### src/rtl/nsq_pkg.sv
// Shared definitions for the NAND command sequencer: register offsets,
// command-word bit positions, phase and byte-slot types, and the phase
// ordering function. Assumes a byte-addressed 32-bit register bus.
package nsq_pkg;

    localparam logic [7:0] OFF_CTRL = 8'h00;
    localparam logic [7:0] OFF_STAT = 8'h04;
    localparam logic [7:0] OFF_ALO  = 8'h14;
    localparam logic [7:0] OFF_AHI  = 8'h18;
    localparam logic [7:0] OFF_CMD  = 8'h24;
    localparam logic [7:0] OFF_RCMD = 8'h28;

    localparam int CB_NADDR = 16;
    localparam int CB_ADDR  = 19;
    localparam int CB_CMD1  = 22;
    localparam int CB_WAIT  = 23;
    localparam int CB_CMD2  = 24;

    typedef enum logic [2:0] {
        PH_IDLE, PH_CMD1, PH_ADDR, PH_CMD2, PH_TWB, PH_RDY
    } phase_e;

    typedef enum logic [1:0] {
        BS_SETUP, BS_PULSE, BS_HOLD
    } slot_e;

    typedef struct packed {
        logic       cmd1_en;
        logic       addr_en;
        logic       cmd2_en;
        logic       wait_en;
        logic [2:0] naddr_m1;
        logic [7:0] op1;
    } cmd_t;

    // Phase that follows p, given the enabled phases of c
    function automatic phase_e next_phase(input phase_e p, input cmd_t c);
        phase_e r;
        r = PH_IDLE;
        if (p == PH_IDLE && c.cmd1_en)
            r = PH_CMD1;
        else if ((p == PH_IDLE || p == PH_CMD1) && c.addr_en)
            r = PH_ADDR;
        else if ((p == PH_IDLE || p == PH_CMD1 || p == PH_ADDR) && c.cmd2_en)
            r = PH_CMD2;
        else if ((p == PH_IDLE || p == PH_CMD1 || p == PH_ADDR || p == PH_CMD2) && c.wait_en)
            r = PH_TWB;
        return r;
    endfunction

endpackage

### src/rtl/nsq_sync.sv
// Multi-stage synchronizer for the asynchronous ready/busy line.
// Resets to 0 (busy) so that a wait never ends on a stale value.
module nsq_sync #(
    parameter int STAGES = 2
) (
    input  logic clk,
    input  logic rst_n,
    input  logic din,
    output logic dout
);
    logic [STAGES-1:0] sh_q;

    // Shift the input through STAGES flops
    always_ff @(posedge clk) begin
        if (!rst_n) sh_q <= '0;
        else        sh_q <= {sh_q[STAGES-2:0], din};
    end

    assign dout = sh_q[STAGES-1];
endmodule

### src/rtl/nsq_regs.sv
// Register file: control (enable, self-clearing reset), status (completion
// flag, write-one-to-clear; busy), address bytes, second-opcode set and the
// command word. Produces a start pulse with the decoded command when a
// command write is accepted. Assumes single-cycle writes and combinational reads.
module nsq_regs
    import nsq_pkg::*;
#(
    parameter int RST_CYCLES = 8
) (
    input  logic        clk,
    input  logic        rst_n,
    input  logic [7:0]  bus_addr,
    input  logic        bus_wen,
    input  logic [31:0] bus_wdata,
    output logic [31:0] bus_rdata,
    input  logic        seq_busy,
    input  logic        seq_fin,
    output logic        start,
    output cmd_t        cmd_dec,
    output logic [39:0] addr_bytes,
    output logic [7:0]  op2,
    output logic        soft_rst
);
    localparam int RCW = $clog2(RST_CYCLES + 1);
    localparam logic [RCW-1:0] RST_LAST = RCW'(RST_CYCLES - 1);

    logic           en_q, rst_pend_q, done_q;
    logic [RCW-1:0] rst_cnt_q;
    logic [31:0]    alo_q, cmd_raw_q;
    logic [7:0]     ahi_q;
    logic [23:0]    rcmd_q;
    logic           wr_ctrl, wr_stat, wr_cmd;

    // Decode write strobes and the command word on the bus
    always_comb begin
        wr_ctrl = bus_wen && bus_addr == OFF_CTRL;
        wr_stat = bus_wen && bus_addr == OFF_STAT;
        wr_cmd  = bus_wen && bus_addr == OFF_CMD;
        start   = wr_cmd && en_q && !seq_busy && !rst_pend_q && bus_wdata[31:30] == 2'b00;
        cmd_dec.cmd1_en  = bus_wdata[CB_CMD1];
        cmd_dec.addr_en  = bus_wdata[CB_ADDR];
        cmd_dec.cmd2_en  = bus_wdata[CB_CMD2];
        cmd_dec.wait_en  = bus_wdata[CB_WAIT];
        cmd_dec.naddr_m1 = bus_wdata[CB_NADDR +: 3];
        cmd_dec.op1      = bus_wdata[7:0];
    end

    // Control register with the self-clearing reset counter
    always_ff @(posedge clk) begin
        if (!rst_n) begin
            en_q <= 1'b0; rst_pend_q <= 1'b0; rst_cnt_q <= '0;
        end else if (wr_ctrl) begin
            en_q <= bus_wdata[0];
            if (bus_wdata[1]) begin
                rst_pend_q <= 1'b1; rst_cnt_q <= '0;
            end
        end else if (rst_pend_q) begin
            if (rst_cnt_q == RST_LAST) rst_pend_q <= 1'b0;
            else                       rst_cnt_q  <= rst_cnt_q + 1'b1;
        end
    end

    // Completion flag: cleared by controller reset, set on finish, W1C
    always_ff @(posedge clk) begin
        if (!rst_n || rst_pend_q)        done_q <= 1'b0;
        else if (seq_fin)                done_q <= 1'b1;
        else if (wr_stat && bus_wdata[1]) done_q <= 1'b0;
    end

    // Plain storage registers
    always_ff @(posedge clk) begin
        if (!rst_n) begin
            alo_q <= '0; ahi_q <= '0; rcmd_q <= '0; cmd_raw_q <= '0;
        end else begin
            if (bus_wen && bus_addr == OFF_ALO)  alo_q  <= bus_wdata;
            if (bus_wen && bus_addr == OFF_AHI)  ahi_q  <= bus_wdata[7:0];
            if (bus_wen && bus_addr == OFF_RCMD) rcmd_q <= bus_wdata[23:0];
            if (start)                           cmd_raw_q <= bus_wdata;
        end
    end

    // Read multiplexer
    always_comb begin
        case (bus_addr)
            OFF_CTRL: bus_rdata = {30'd0, rst_pend_q, en_q};
            OFF_STAT: bus_rdata = {27'd0, seq_busy, 2'b00, done_q, 1'b0};
            OFF_ALO:  bus_rdata = alo_q;
            OFF_AHI:  bus_rdata = {24'd0, ahi_q};
            OFF_CMD:  bus_rdata = cmd_raw_q;
            OFF_RCMD: bus_rdata = {8'd0, rcmd_q};
            default:  bus_rdata = '0;
        endcase
    end

    assign addr_bytes = {ahi_q, alo_q};
    assign op2        = rcmd_q[7:0];
    assign soft_rst   = rst_pend_q;
endmodule

### src/rtl/nsq_seq.sv
// Phase sequencer: walks the enabled phases in fixed order, times each bus
// byte as setup / WE# pulse / hold slots, then waits tWB and for ready.
// Latches the command, address bytes and second opcode at start.
// Assumes every timing parameter is at least 1.
module nsq_seq
    import nsq_pkg::*;
#(
    parameter int T_SETUP = 2,
    parameter int T_PULSE = 3,
    parameter int T_HOLD  = 2,
    parameter int T_WB    = 4
) (
    input  logic        clk,
    input  logic        rst_n,
    input  logic        abort,
    input  logic        start,
    input  cmd_t        cmd_in,
    input  logic [39:0] addr_in,
    input  logic [7:0]  op2_in,
    input  logic        rb_ready,
    output logic        busy,
    output logic        fin,
    output logic        in_wait,
    output logic        ce_n,
    output logic        cle,
    output logic        ale,
    output logic        we_n,
    output logic        io_oe,
    output logic [7:0]  io_out
);
    localparam int MAXT_A = (T_SETUP > T_PULSE) ? T_SETUP : T_PULSE;
    localparam int MAXT_B = (T_HOLD > T_WB) ? T_HOLD : T_WB;
    localparam int MAXT   = (MAXT_A > MAXT_B) ? MAXT_A : MAXT_B;
    localparam int CW     = $clog2(MAXT + 1);
    localparam logic [CW-1:0] L_SETUP = CW'(T_SETUP - 1);
    localparam logic [CW-1:0] L_PULSE = CW'(T_PULSE - 1);
    localparam logic [CW-1:0] L_HOLD  = CW'(T_HOLD - 1);
    localparam logic [CW-1:0] L_WB    = CW'(T_WB - 1);

    phase_e        phase_q;
    slot_e         slot_q;
    logic [CW-1:0] tcnt_q, lim_m1;
    logic [2:0]    idx_q;
    cmd_t          cmd_q;
    logic [63:0]   addr_q;
    logic [7:0]    op2_q;
    logic          byte_ph, last_tick, more_addr, slot_end;
    phase_e        after_q, first_ph;

    // Slot limits, successor phases and the finish condition
    always_comb begin
        byte_ph = phase_q == PH_CMD1 || phase_q == PH_ADDR || phase_q == PH_CMD2;
        if (phase_q == PH_TWB) lim_m1 = L_WB;
        else case (slot_q)
            BS_SETUP: lim_m1 = L_SETUP;
            BS_PULSE: lim_m1 = L_PULSE;
            default:  lim_m1 = L_HOLD;
        endcase
        last_tick = tcnt_q == lim_m1;
        more_addr = phase_q == PH_ADDR && idx_q != cmd_q.naddr_m1;
        after_q   = next_phase(phase_q, cmd_q);
        first_ph  = next_phase(PH_IDLE, cmd_in);
        slot_end  = byte_ph && slot_q == BS_HOLD && last_tick;
        fin = !abort && ((phase_q == PH_IDLE && start && first_ph == PH_IDLE)
                      || (slot_end && !more_addr && after_q == PH_IDLE)
                      || (phase_q == PH_RDY && rb_ready));
    end

    // Phase / slot state machine
    always_ff @(posedge clk) begin
        if (!rst_n) begin
            phase_q <= PH_IDLE; slot_q <= BS_SETUP; tcnt_q <= '0; idx_q <= '0;
            cmd_q <= '0; addr_q <= '0; op2_q <= '0;
        end else if (abort) begin
            phase_q <= PH_IDLE; slot_q <= BS_SETUP; tcnt_q <= '0; idx_q <= '0;
        end else begin
            case (phase_q)
                PH_IDLE: if (start) begin
                    phase_q <= first_ph;
                    cmd_q   <= cmd_in;
                    addr_q  <= {24'd0, addr_in};
                    op2_q   <= op2_in;
                    slot_q  <= BS_SETUP; tcnt_q <= '0; idx_q <= '0;
                end
                PH_CMD1, PH_ADDR, PH_CMD2: begin
                    if (!last_tick) tcnt_q <= tcnt_q + 1'b1;
                    else begin
                        tcnt_q <= '0;
                        case (slot_q)
                            BS_SETUP: slot_q <= BS_PULSE;
                            BS_PULSE: slot_q <= BS_HOLD;
                            default: begin
                                slot_q <= BS_SETUP;
                                if (more_addr) idx_q <= idx_q + 1'b1;
                                else begin
                                    idx_q   <= '0;
                                    phase_q <= after_q;
                                end
                            end
                        endcase
                    end
                end
                PH_TWB: begin
                    if (last_tick) begin phase_q <= PH_RDY; tcnt_q <= '0; end
                    else tcnt_q <= tcnt_q + 1'b1;
                end
                PH_RDY:  if (rb_ready) phase_q <= PH_IDLE;
                default: phase_q <= PH_IDLE;
            endcase
        end
    end

    // Bus pins decoded from the current phase and slot
    always_comb begin
        busy    = phase_q != PH_IDLE;
        in_wait = phase_q == PH_RDY;
        ce_n    = !busy;
        cle     = phase_q == PH_CMD1 || phase_q == PH_CMD2;
        ale     = phase_q == PH_ADDR;
        io_oe   = byte_ph;
        we_n    = !(byte_ph && slot_q == BS_PULSE);
        case (phase_q)
            PH_CMD1: io_out = cmd_q.op1;
            PH_CMD2: io_out = op2_q;
            PH_ADDR: io_out = addr_q[{idx_q, 3'b000} +: 8];
            default: io_out = 8'h00;
        endcase
    end
endmodule

### src/rtl/nand_cmd_seq.sv
// Top of the NAND command sequencer: register file, ready/busy synchronizer
// and phase sequencer. Read enable is never pulsed by this block.
module nand_cmd_seq
    import nsq_pkg::*;
#(
    parameter int T_SETUP     = 2,
    parameter int T_PULSE     = 3,
    parameter int T_HOLD      = 2,
    parameter int T_WB        = 4,
    parameter int RST_CYCLES  = 8,
    parameter int SYNC_STAGES = 2
) (
    input  logic        clk,
    input  logic        rst_n,
    input  logic [7:0]  bus_addr,
    input  logic        bus_wen,
    input  logic [31:0] bus_wdata,
    output logic [31:0] bus_rdata,
    output logic        nand_ce_n,
    output logic        nand_cle,
    output logic        nand_ale,
    output logic        nand_we_n,
    output logic        nand_re_n,
    output logic [7:0]  nand_io_out,
    output logic        nand_io_oe,
    input  logic        nand_rb_n
);
    logic        seq_busy, seq_fin, seq_in_wait, start, soft_rst, rb_ready;
    cmd_t        cmd_dec;
    logic [39:0] addr_bytes;
    logic [7:0]  op2;

    nsq_regs #(.RST_CYCLES(RST_CYCLES)) u_regs (
        .clk(clk), .rst_n(rst_n), .bus_addr(bus_addr), .bus_wen(bus_wen),
        .bus_wdata(bus_wdata), .bus_rdata(bus_rdata), .seq_busy(seq_busy),
        .seq_fin(seq_fin), .start(start), .cmd_dec(cmd_dec),
        .addr_bytes(addr_bytes), .op2(op2), .soft_rst(soft_rst)
    );

    nsq_sync #(.STAGES(SYNC_STAGES)) u_sync (
        .clk(clk), .rst_n(rst_n), .din(nand_rb_n), .dout(rb_ready)
    );

    nsq_seq #(.T_SETUP(T_SETUP), .T_PULSE(T_PULSE), .T_HOLD(T_HOLD), .T_WB(T_WB)) u_seq (
        .clk(clk), .rst_n(rst_n), .abort(soft_rst), .start(start),
        .cmd_in(cmd_dec), .addr_in(addr_bytes), .op2_in(op2),
        .rb_ready(rb_ready), .busy(seq_busy), .fin(seq_fin),
        .in_wait(seq_in_wait), .ce_n(nand_ce_n), .cle(nand_cle),
        .ale(nand_ale), .we_n(nand_we_n), .io_oe(nand_io_oe),
        .io_out(nand_io_out)
    );

    assign nand_re_n = 1'b1;
endmodule

### config.mk
export PLATFORM = sky130hd
export DESIGN_NAME = nand_cmd_seq
export DESIGN_NICKNAME = d
export VERILOG_FILES = /design/src/rtl/nsq_pkg.sv /design/src/rtl/nsq_sync.sv /design/src/rtl/nsq_regs.sv /design/src/rtl/nsq_seq.sv /design/src/rtl/nand_cmd_seq.sv
export SDC_FILE = /design/constraint.sdc
export NUM_CORES = 1
export LEC_CHECK = 0
export ABC_AREA = 1
export CORE_ASPECT_RATIO = 0.75
export CORE_UTILIZATION = 38
export CTS_BUF_LIST = sky130_fd_sc_hd__clkbuf_8 sky130_fd_sc_hd__clkbuf_16
export DETAILED_ROUTE_END_ITERATION = 10
export SLEW_MARGIN = 20
export SYNTH_ARGS = -nofsm -noshare
export SYNTH_HDL_FRONTEND = slang
export SYNTH_HIERARCHICAL = 1
export SYNTH_SLANG_ARGS = --single-unit
export TNS_END_PERCENT = 100
### constraint.sdc
create_clock -name clk -period 6.3 [get_ports clk]
set_input_delay 0.945 -clock clk [delete_from_list [all_inputs] [get_ports clk]]
set_output_delay 0.945 -clock clk [all_outputs]
set_load 0.1 [all_outputs]
# Yosys cells after proc, flatten, opt, wreduce, memory -nomap -nowiden
# Cells that the tools add are included.
totals:
  register_bits: 179
  inputBits: 44
  out_inout_bits: 46
  elab_cells: 150
classes:
  add_sub_neg: 3
  eq_ne: 23
  shift: 1
  n_mux: 40
  n_bitwise: 2
  reduce_logical: 60
ops:
  columns: ["operator", "count"]
  rows:
  - ["$pmux W32 S6", 1]
  - ["$shiftx A64 B7 Y8", 1]
  - ["$mux W3", 19]
  - ["$logic_and A1 B1 Y1", 25]
  - ["$pmux W8 S3", 1]
  - ["$eq A8 B5 Y1 const B", 2]
  - ["$eq A8 B6 Y1 const B", 2]
  - ["$mux W4", 4]
  - ["$pmux W3 S2", 2]
  - ["$pmux W3 S4", 1]
  - ["$ne A2 B1 Y1 const B", 5]
  - ["$logic_not A3 Y1", 3]
  - ["$logic_or A1 B1 Y1", 9]
  - ["$reduce_and A3 Y1", 3]
  - ["$eq A8 B3 Y1 const B", 1]
  - ["$logic_not A8 Y1", 1]
  - ["$mux W2", 4]
  - ["$pmux W2 S2", 2]
  - ["$reduce_bool A2 Y1", 4]
  - ["$add A3 B1 Y3 const B", 2]
  - ["$eq A3 B2 Y1 const B", 2]
  - ["$eq A3 B3 Y1 const B", 2]
  - ["$mux W1", 6]
  - ["$ne A2 B2 Y1 const B", 3]
  - ["17 further kinds", 24]

# Longest topological paths before layout
# Gate-level depths: netlist (run 1).
depth:
  ltp_word: 15
  depth_mapped: 14
  ltp_nobuf: 13

# By module
# Netlist (run 1), hierarchy kept.
modules_own_cells:
  columns: ["module", "n_inst", "cells_each", "area_each_um2"]
  rows:
  - ["nsq_regs", 1, 678, 4698.3]
  - ["nsq_seq", 1, 517, 3479.6]
  - ["nsq_sync", 1, 6, 55.1]
  - ["nand_cmd_seq", 1, 2, 11.3]

# Least setup slack after synthesis (run 1)
# OpenSTA, ideal clock, no wires.
synth_path:
  kind: "input to output"
  from: "input port bus_addr[6]"
  to: "output port bus_rdata[26]"
  arrival_time_ps: 3819
  t_required_ps: 5355
  setup_slack_ps: 1536
  path_stages: 7
  cell_sequence: "inv_1 > nand2_1 > nor3_1 > nand2_1 > buf_2 > clkbuf_1 > o21ai_0"
synth_between:
  elab_chain_cells: 2
synth_rtl:
  columns: ["element", "line_no", "source"]
  rows:
  - ["start: declaration", "nand_cmd_seq.sv:15", "input logic [7:0] bus_addr,"]
  - ["$eq A8 B6 Y1, or another cell as far along", "nsq_regs.sv:84", "case (bus_addr)"]
  - ["$pmux W32 S6 (*)", "nsq_regs.sv:84", null]
  - ["end: declaration", "nand_cmd_seq.sv:18", "output logic [31:0] bus_rdata,"]
# Every way passes the cells marked *; elsewhere a longest branch is shown, timed or not.

# Final worst setup path (run 1)
layout_path:
  from: "input port bus_addr[4]"
  to: "output port bus_rdata[31]"
# The elaborated chain is that of the path after synthesis.

==> flow_metrics.env, run 1 <==
export IMPL_post_route_min_period_ns=4.70
export IMPL_io_pins=90
export IMPL_fin_util=0.451
export IMPL_routedWlPerCell_um=15.9
export IMPL_grt_pass1_wl_um=39400
export IMPL_grt_max_degree=109
export IMPL_via_count=7854
export IMPL_p_per_area_nw_per_um2=309
export IMPL_synth_cell_types=41
export IMPL_setup_viol=0
export IMPL_ctsHoldBuffers=0
export IMPL_cts_root_buf="clkbuf_16"
export IMPL_critPathMaxStageDelay_ns=1.18
export IMPL_worstSetupPathType="primary input to output port"
export IMPL_syn_to_final_growth_pct=15.8
export IMPL_synth_net_count=1250
export IMPL_mostFrequentLayoutCells="323 x nor2_1, 178 x dfxtp_1, 175 x o21ai_0"
export IMPL_cts_made_buffers=17
export IMPL_max_slew_margin=0.301
export IMPL_io_buffers=88
export IMPL_gr_total_overflow=0
export IMPL_dieArea_um2=22300
export IMPL_clock_sinks=178
export IMPL_drive_above_1_share=0.0774
export IMPL_path_common_cell="clkdlybuf4s50_1"
export IMPL_htree_levels=4
export IMPL_mostFrequentLayoutCell="nor2_1"
export IMPL_rows=46
export IMPL_fin_nets=1276
export IMPL_syn_avg_cell_area_um2=6.85
export IMPL_cp_required_ns=5.35
export IMPL_gr_usage_all_layers=0.228
export IMPL_dp_final_hpwl_um=15800
export IMPL_crit_family="buffers and inverters"
export IMPL_finalSetupTns_ns=0
export IMPL_ys_ff_latch=178
export IMPL_grt_pass1_vias=7270
export IMPL_ys_seq_area_frac=0.432
export IMPL_cp_cell_sequence="clkdlybuf4s50_1 > inv_1 > nor3_1 > nand2_1 > o22ai_1 > clkdlybuf4s50_1"
export IMPL_crit_fanout=11
export IMPL_cts_resized_gates=0
export IMPL_synth_main_ff_cell="dfxtp_1"
export IMPL_finalWorstSetupSlack_ns=1.60
export IMPL_netlist_instances=1203
export IMPL_final_max_slew_viol_count=0
export IMPL_core_um2=21200
export IMPL_hp_class="flip-flop to flip-flop"
export IMPL_hold_viol=0
export IMPL_synthArstFlopShare=0
export IMPL_crit_arrival_ns=3.76
export IMPL_synth_edff_count=0
export IMPL_ir_worst_vdd_mv=0.151
export IMPL_avgViaCountPerCell=5.14
export IMPL_cp_slowest_cell="clkdlybuf4s50_1"
export IMPL_syn_cell_area_um2=8240
export IMPL_status="completed"
export IMPL_start_util=0.389
export IMPL_cts_setup_buffers=0
export IMPL_cts_tree="yes"
export IMPL_worst_pin_slew_ns=1.05
export IMPL_fmaxAchievable_ghz=0.213
export IMPL_drtIter0Drc=808
export IMPL_leakage_nw=4.10
export IMPL_ys_warn_count=6
export IMPL_finalCritPeriodShare=0.747
export IMPL_ant_nets=0
export IMPL_cts_buffer_depth=2
export IMPL_fin_skew_ns=0.00789
export IMPL_gp_congestion=0.877
export IMPL_totalWireLength_um=24300
export IMPL_n_antenna_cell=0
export IMPL_firstDrtPassIters=4
export IMPL_setup_worst_path_end_class="output port"
export IMPL_cp_start_kind="primary input"
export IMPL_path_clk_slew_ns=0.06
export IMPL_grt_antenna_before_repair=0
export IMPL_critical_path_buf_inv_count=3
export IMPL_post_route_drc_count=0
export IMPL_power_mw=2.95
export IMPL_clk_latency_ns=0.43
export IMPL_fp_dieH_um=130
export IMPL_cap_violations=0
export IMPL_die_w_um=172
export IMPL_dp_slack_ns=1.67
export IMPL_rsz0062_at_grt="false"
[stage by stage]
stage / hold WS, ns / cell area [um^2] / instances
final: 0.426 / 9540 / 1529
after global routing: 0.447 / 9540 / 1529
after CTS: 0.432 / 9540 / 1529
after detailed placement: 0.419 / 8970 / 1498
after global placement: 0.402 / 8970 / 1498
after floorplan: 0.390 / 8240 / 1203
[sequential cells by signal, summed over array words and instances, names as in the netlist]
signal / cells
u_seq/cmd_q: 14
u_regs/en_q: 1
u_regs/rcmd_q: 24
u_regs/soft_rst: 1
u_seq/op2_q: 8
u_regs/alo_q: 32
u_regs/cmd_raw_q: 32
u_regs/done_q: 1
u_seq/phase_q: 3
u_seq/slot_q: 2
u_regs/ahi_q: 8
u_regs/rst_cnt_q: 4
u_sync/sh_q: 2
u_seq/addr_q: 40
u_seq/idx_q: 3
u_seq/tcnt_q: 3
[report_power, final]
part | switching (mW) | total, mW | internal, mW
clock network | 0.452 | 1.05 | 0.598
registers | 0.0498 | 1.20 | 1.15
logic | 0.506 | 0.696 | 0.191
[layer usage]
metal | wire [um] | GRT usage | up-vias | part of all wire
met2 | 9910 | 0.326 | 243 | 0.41
met1 | 12400 | 0.341 | 3681 | 0.51
met3 | 1670 | 0.0455 | 23 | 0.068
met4 | 363 | 0.0703 | 0 | 0.015
li1 | - | - | 3907 | -
met5 | 0 | 0 | - | 0
[final cells by class]
type / count / area [um^2]
clock buffers: 19 / 453
clock inverters: 12 / 116
fillers: 2227 / 11600
inverters: 95 / 357
multi-input cells: 840 / 3820
flip-flops and latches: 178 / 3560
well taps: 288 / 360
repair buffers: 97 / 868
[worst reg2reg max path: stages, from the launching register on]
cell and delay (ns):
dfxtp_1 0.49, nor2_4 0.10, nand2_2 0.14, nor2_1 0.05
nand3_1 0.07, buf_4 0.37, nor3_4 0.08, inv_1 0.14
nor2_2 0.07, inv_2 0.10, nor2_4 0.04, inv_2 0.38
buf_4 0.53, o21ai_0 0.21, a21oi_1 0.18
[cell usage after synthesis, types with 2 or more instances]
library cell | number | area share
o21ai_0 | 175 | 0.11
buf_2 | 24 | 0.015
ha_1 | 3 | 0.0046
xor2_1 | 2 | 0.0021
clkinv_1 | 2 | 0.00091
inv_1 | 89 | 0.041
nand2_2 | 5 | 0.0038
a31oi_1 | 2 | 0.0015
buf_6 | 5 | 0.0068
nor2_4 | 3 | 0.0041
nand2_1 | 160 | 0.073
xnor2_1 | 5 | 0.0053
nor2_1 | 323 | 0.15
nor2_2 | 5 | 0.0038
or2_2 | 2 | 0.0015
nor4_1 | 30 | 0.023
clkbuf_2 | 2 | 0.0012
inv_2 | 4 | 0.0018
o22ai_1 | 2 | 0.0015
a21oi_1 | 25 | 0.015
o211ai_1 | 17 | 0.015
nand3_1 | 26 | 0.016
buf_4 | 25 | 0.023
o21ai_1 | 28 | 0.017
nand4_1 | 8 | 0.0061
nor3_1 | 6 | 0.0036
dfxtp_1 | 178 | 0.43
nand3_2 | 2 | 0.0024
clkbuf_1 | 33 | 0.015
[logic make-up after synthesis]
family / Yosys count / synth area share
other: 1 / 0.000455
adder cells (fa/ha/maj): 3 / 0.00455
AND/OR/NAND/NOR: 575 / 0.290
flip-flops: 178 / 0.432
buffers and inverters: 185 / 0.104
XOR/XNOR: 7 / 0.00744
AO/OA/AOI/OAI: 254 / 0.162
[worst paths after layout]
path,startpoint,slack [ns],end,depth (start not counted)
hold reg to reg,u_sync/sh_q[0],0.43,u_sync/sh_q[1],2
hold / removal,u_sync/sh_q[0],0.43,u_sync/sh_q[1],2
setup reg to reg,u_seq/phase_q[0],3.29,u_seq/addr_q[38],14
setup / recovery,bus_addr[4],1.60,bus_rdata[31],6
Power figures use the tool's default switching activity.
==> inputs of run 2 (changes only) <==
- clock period: 6.3 -> 4.75 ns (I/O delays scaled with it)
==> flow_metrics.env, run 2 (synthesized netlist as in run 1, its figures left out) <==
export IMPL_status="completed"
export IMPL_post_route_drc_count=0
export IMPL_ant_nets=0
export IMPL_cts_root_buf="clkbuf_16"
export IMPL_rr_startpoint="u_seq/phase_q[0]"
export IMPL_timing_rr_end="u_seq/addr_q[36]"
export IMPL_setup_viol=0
export IMPL_die_w_um=172
export IMPL_whs_ns=0.424
export IMPL_finalCritPeriodShare=0.860
export IMPL_cts_resized_gates=0
export IMPL_cts_setup_buffers=0
export IMPL_dieArea_um2=22300
export IMPL_routedWlPerCell_um=15.8
export IMPL_mostFrequentLayoutCell="nor2_1"
export IMPL_r2r_slack_ns=2.16
export IMPL_drtIter0Drc=709
export IMPL_cts_tree="yes"
export IMPL_syn_to_final_growth_pct=21.2
export IMPL_worst_pin_slew_ns=1.06
export IMPL_holdPathStages=2
export IMPL_setup_worst_path_end_class="output port"
export IMPL_p_sw_frac=0.336
export IMPL_grt_pass1_vias=7199
export IMPL_path_common_cell="o21ai_0"
export IMPL_grt_antenna_before_repair=0
export IMPL_crit_arrival_ns=3.37
export IMPL_hold_viol=0
export IMPL_fin_skew_ns=0.00675
export IMPL_grt_max_degree=92
export IMPL_reg_top3="u_seq/addr_q x40, u_regs/alo_q x32, u_regs/cmd_raw_q x32"
export IMPL_post_route_min_period_ns=4.08
export IMPL_n_fill_cell=2202
export IMPL_fp_dieH_um=130
export IMPL_path_clk_slew_ns=0.07
export IMPL_final_max_slew_viol_count=0
export IMPL_io_pins=90
export IMPL_via_count=7828
export IMPL_cp_required_ns=4.04
export IMPL_rsz0062_at_grt="false"
export IMPL_cp_start_kind="flip-flop"
export IMPL_ctsHoldBuffers=0
export IMPL_crit_path_start="u_seq/idx_q[0]"
export IMPL_cp_cell_sequence="inv_1 > o21ai_0 > o21ai_0 > nand2_1 > o21ai_0 > nand2_1 > nand3_1 > clkdlybuf4s50_1"
export IMPL_fmaxAchievable_ghz=0.245
export IMPL_seq_area_um2=3560
export IMPL_clock_sinks=178
export IMPL_start_util=0.389
export IMPL_core_um2=21200
export IMPL_cp_slowest_cell="clkdlybuf4s50_1"
export IMPL_mostFrequentLayoutCells="323 x nor2_1, 178 x dfxtp_1, 175 x o21ai_0"
export IMPL_gr_total_overflow=0
export IMPL_p_clk_frac=0.375
export IMPL_seqPwrFrac=0.396
export IMPL_fin_util=0.472
export IMPL_grt_pass1_wl_um=39000
export IMPL_firstDrtPassIters=5
export IMPL_fin_nets=1279
export IMPL_gp_congestion=0.868
export IMPL_dp_final_hpwl_um=16300
export IMPL_cts_made_buffers=17
export IMPL_critPathMaxStageDelay_ns=0.99
export IMPL_multiInputGateArea_um2=3820
export IMPL_worstHoldStart="u_sync/sh_q[0]"
export IMPL_finalSetupTns_ns=0
export IMPL_intPower_mw=2.67
export IMPL_cp_endpoint="nand_io_out[6]"
export IMPL_cap_violations=0
export IMPL_totalWireLength_um=24300
export IMPL_p_per_area_nw_per_um2=403
export IMPL_reg2reg_depth=13
export IMPL_top_register="u_seq/addr_q"
export IMPL_crit_fanout=22
export IMPL_largest_reg_flops=40
export IMPL_clk_latency_ns=0.44
export IMPL_n_antenna_cell=0
export IMPL_max_slew_margin=0.290
export IMPL_avgViaCountPerCell=5.11
export IMPL_gr_usage_all_layers=0.226
export IMPL_leakage_nw=4.21
export IMPL_io_buffers=88
export IMPL_p_comb_frac=0.229
export IMPL_stdcell_count=1533
export IMPL_drive_above_1_share=0.0787
export IMPL_cts_buffer_depth=2
export IMPL_ir_worst_vdd_mv=0.255
export IMPL_hp_class="flip-flop to flip-flop"
export IMPL_worstSetupPathType="flip-flop to output port"
export IMPL_htree_levels=4
export IMPL_p_switching_mw=1.35
export IMPL_rows=46
export IMPL_dp_cells=1501
-- run 2: changes by cell type in the layout (fill, tap and decap cells not counted), sizes merged --
cell / previous run / this run
buf: 41 / 45
bufinv: 2 / 4
clkbuf: 19 / 18
clkdlybuf4s50: 56 / 55
-- run 2: power groups by stage --
stage | registers [mW] | clock network (mW) | logic (mW)
CTS | 1.59 | 1.53 | 0.920
floorplan | 1.59 | 0 | 0.703
global route | 1.60 | 1.59 | 1.02
detailed placement | 1.63 | 0 | 0.917
global placement | 1.63 | 0 | 0.912
finish | 1.59 | 1.51 | 0.923
-- run 2: cell type report --
| type | instances | share of cell area |
|---|---|---|
| well taps | 288 | 0.0360 |
| clock buffers | 18 | 0.0439 |
| multi-input cells | 840 | 0.382 |
| clock inverters | 14 | 0.0190 |
| flip-flops and latches | 178 | 0.356 |
| repair buffers | 100 | 0.126 |
| inverters | 95 | 0.0357 |
-- run 2: how the worst min path moves through the flow --
stage / to
floorplan: u_sync/sh_q[1]
global placement: u_sync/sh_q[1]
detailed placement: u_sync/sh_q[1]
CTS: u_sync/sh_q[1]
global route: u_sync/sh_q[1]
finish: u_sync/sh_q[1]
-- run 2: metal layers --
layer,up-vias,global-route usage,part of all wire
li1,3923,-,-
met1,3612,0.334,0.51
met2,273,0.328,0.41
met3,20,0.0501,0.073
met4,0,0.0578,0.011
met5,-,0,0
-- run 2: stage by stage --
stage	power, mW	cell area [um^2]	setup slack (ns)
floorplan	2.30	8240	0.451
global placement	2.54	9370	0.911
detailed placement	2.54	9370	0.934
CTS	4.04	10000	0.661
global route	4.20	10000	0.378
finish	4.03	10000	0.667
-- run 2: worst max-delay path, delay by kind of cell, from the launching register on --
kind,cells,cell delay [ns]
AOI/OAI and AO/OA,3,0.50
buffers and inverters,2,1.39
DFF,1,0.77
and+or+nand+nor,3,0.26
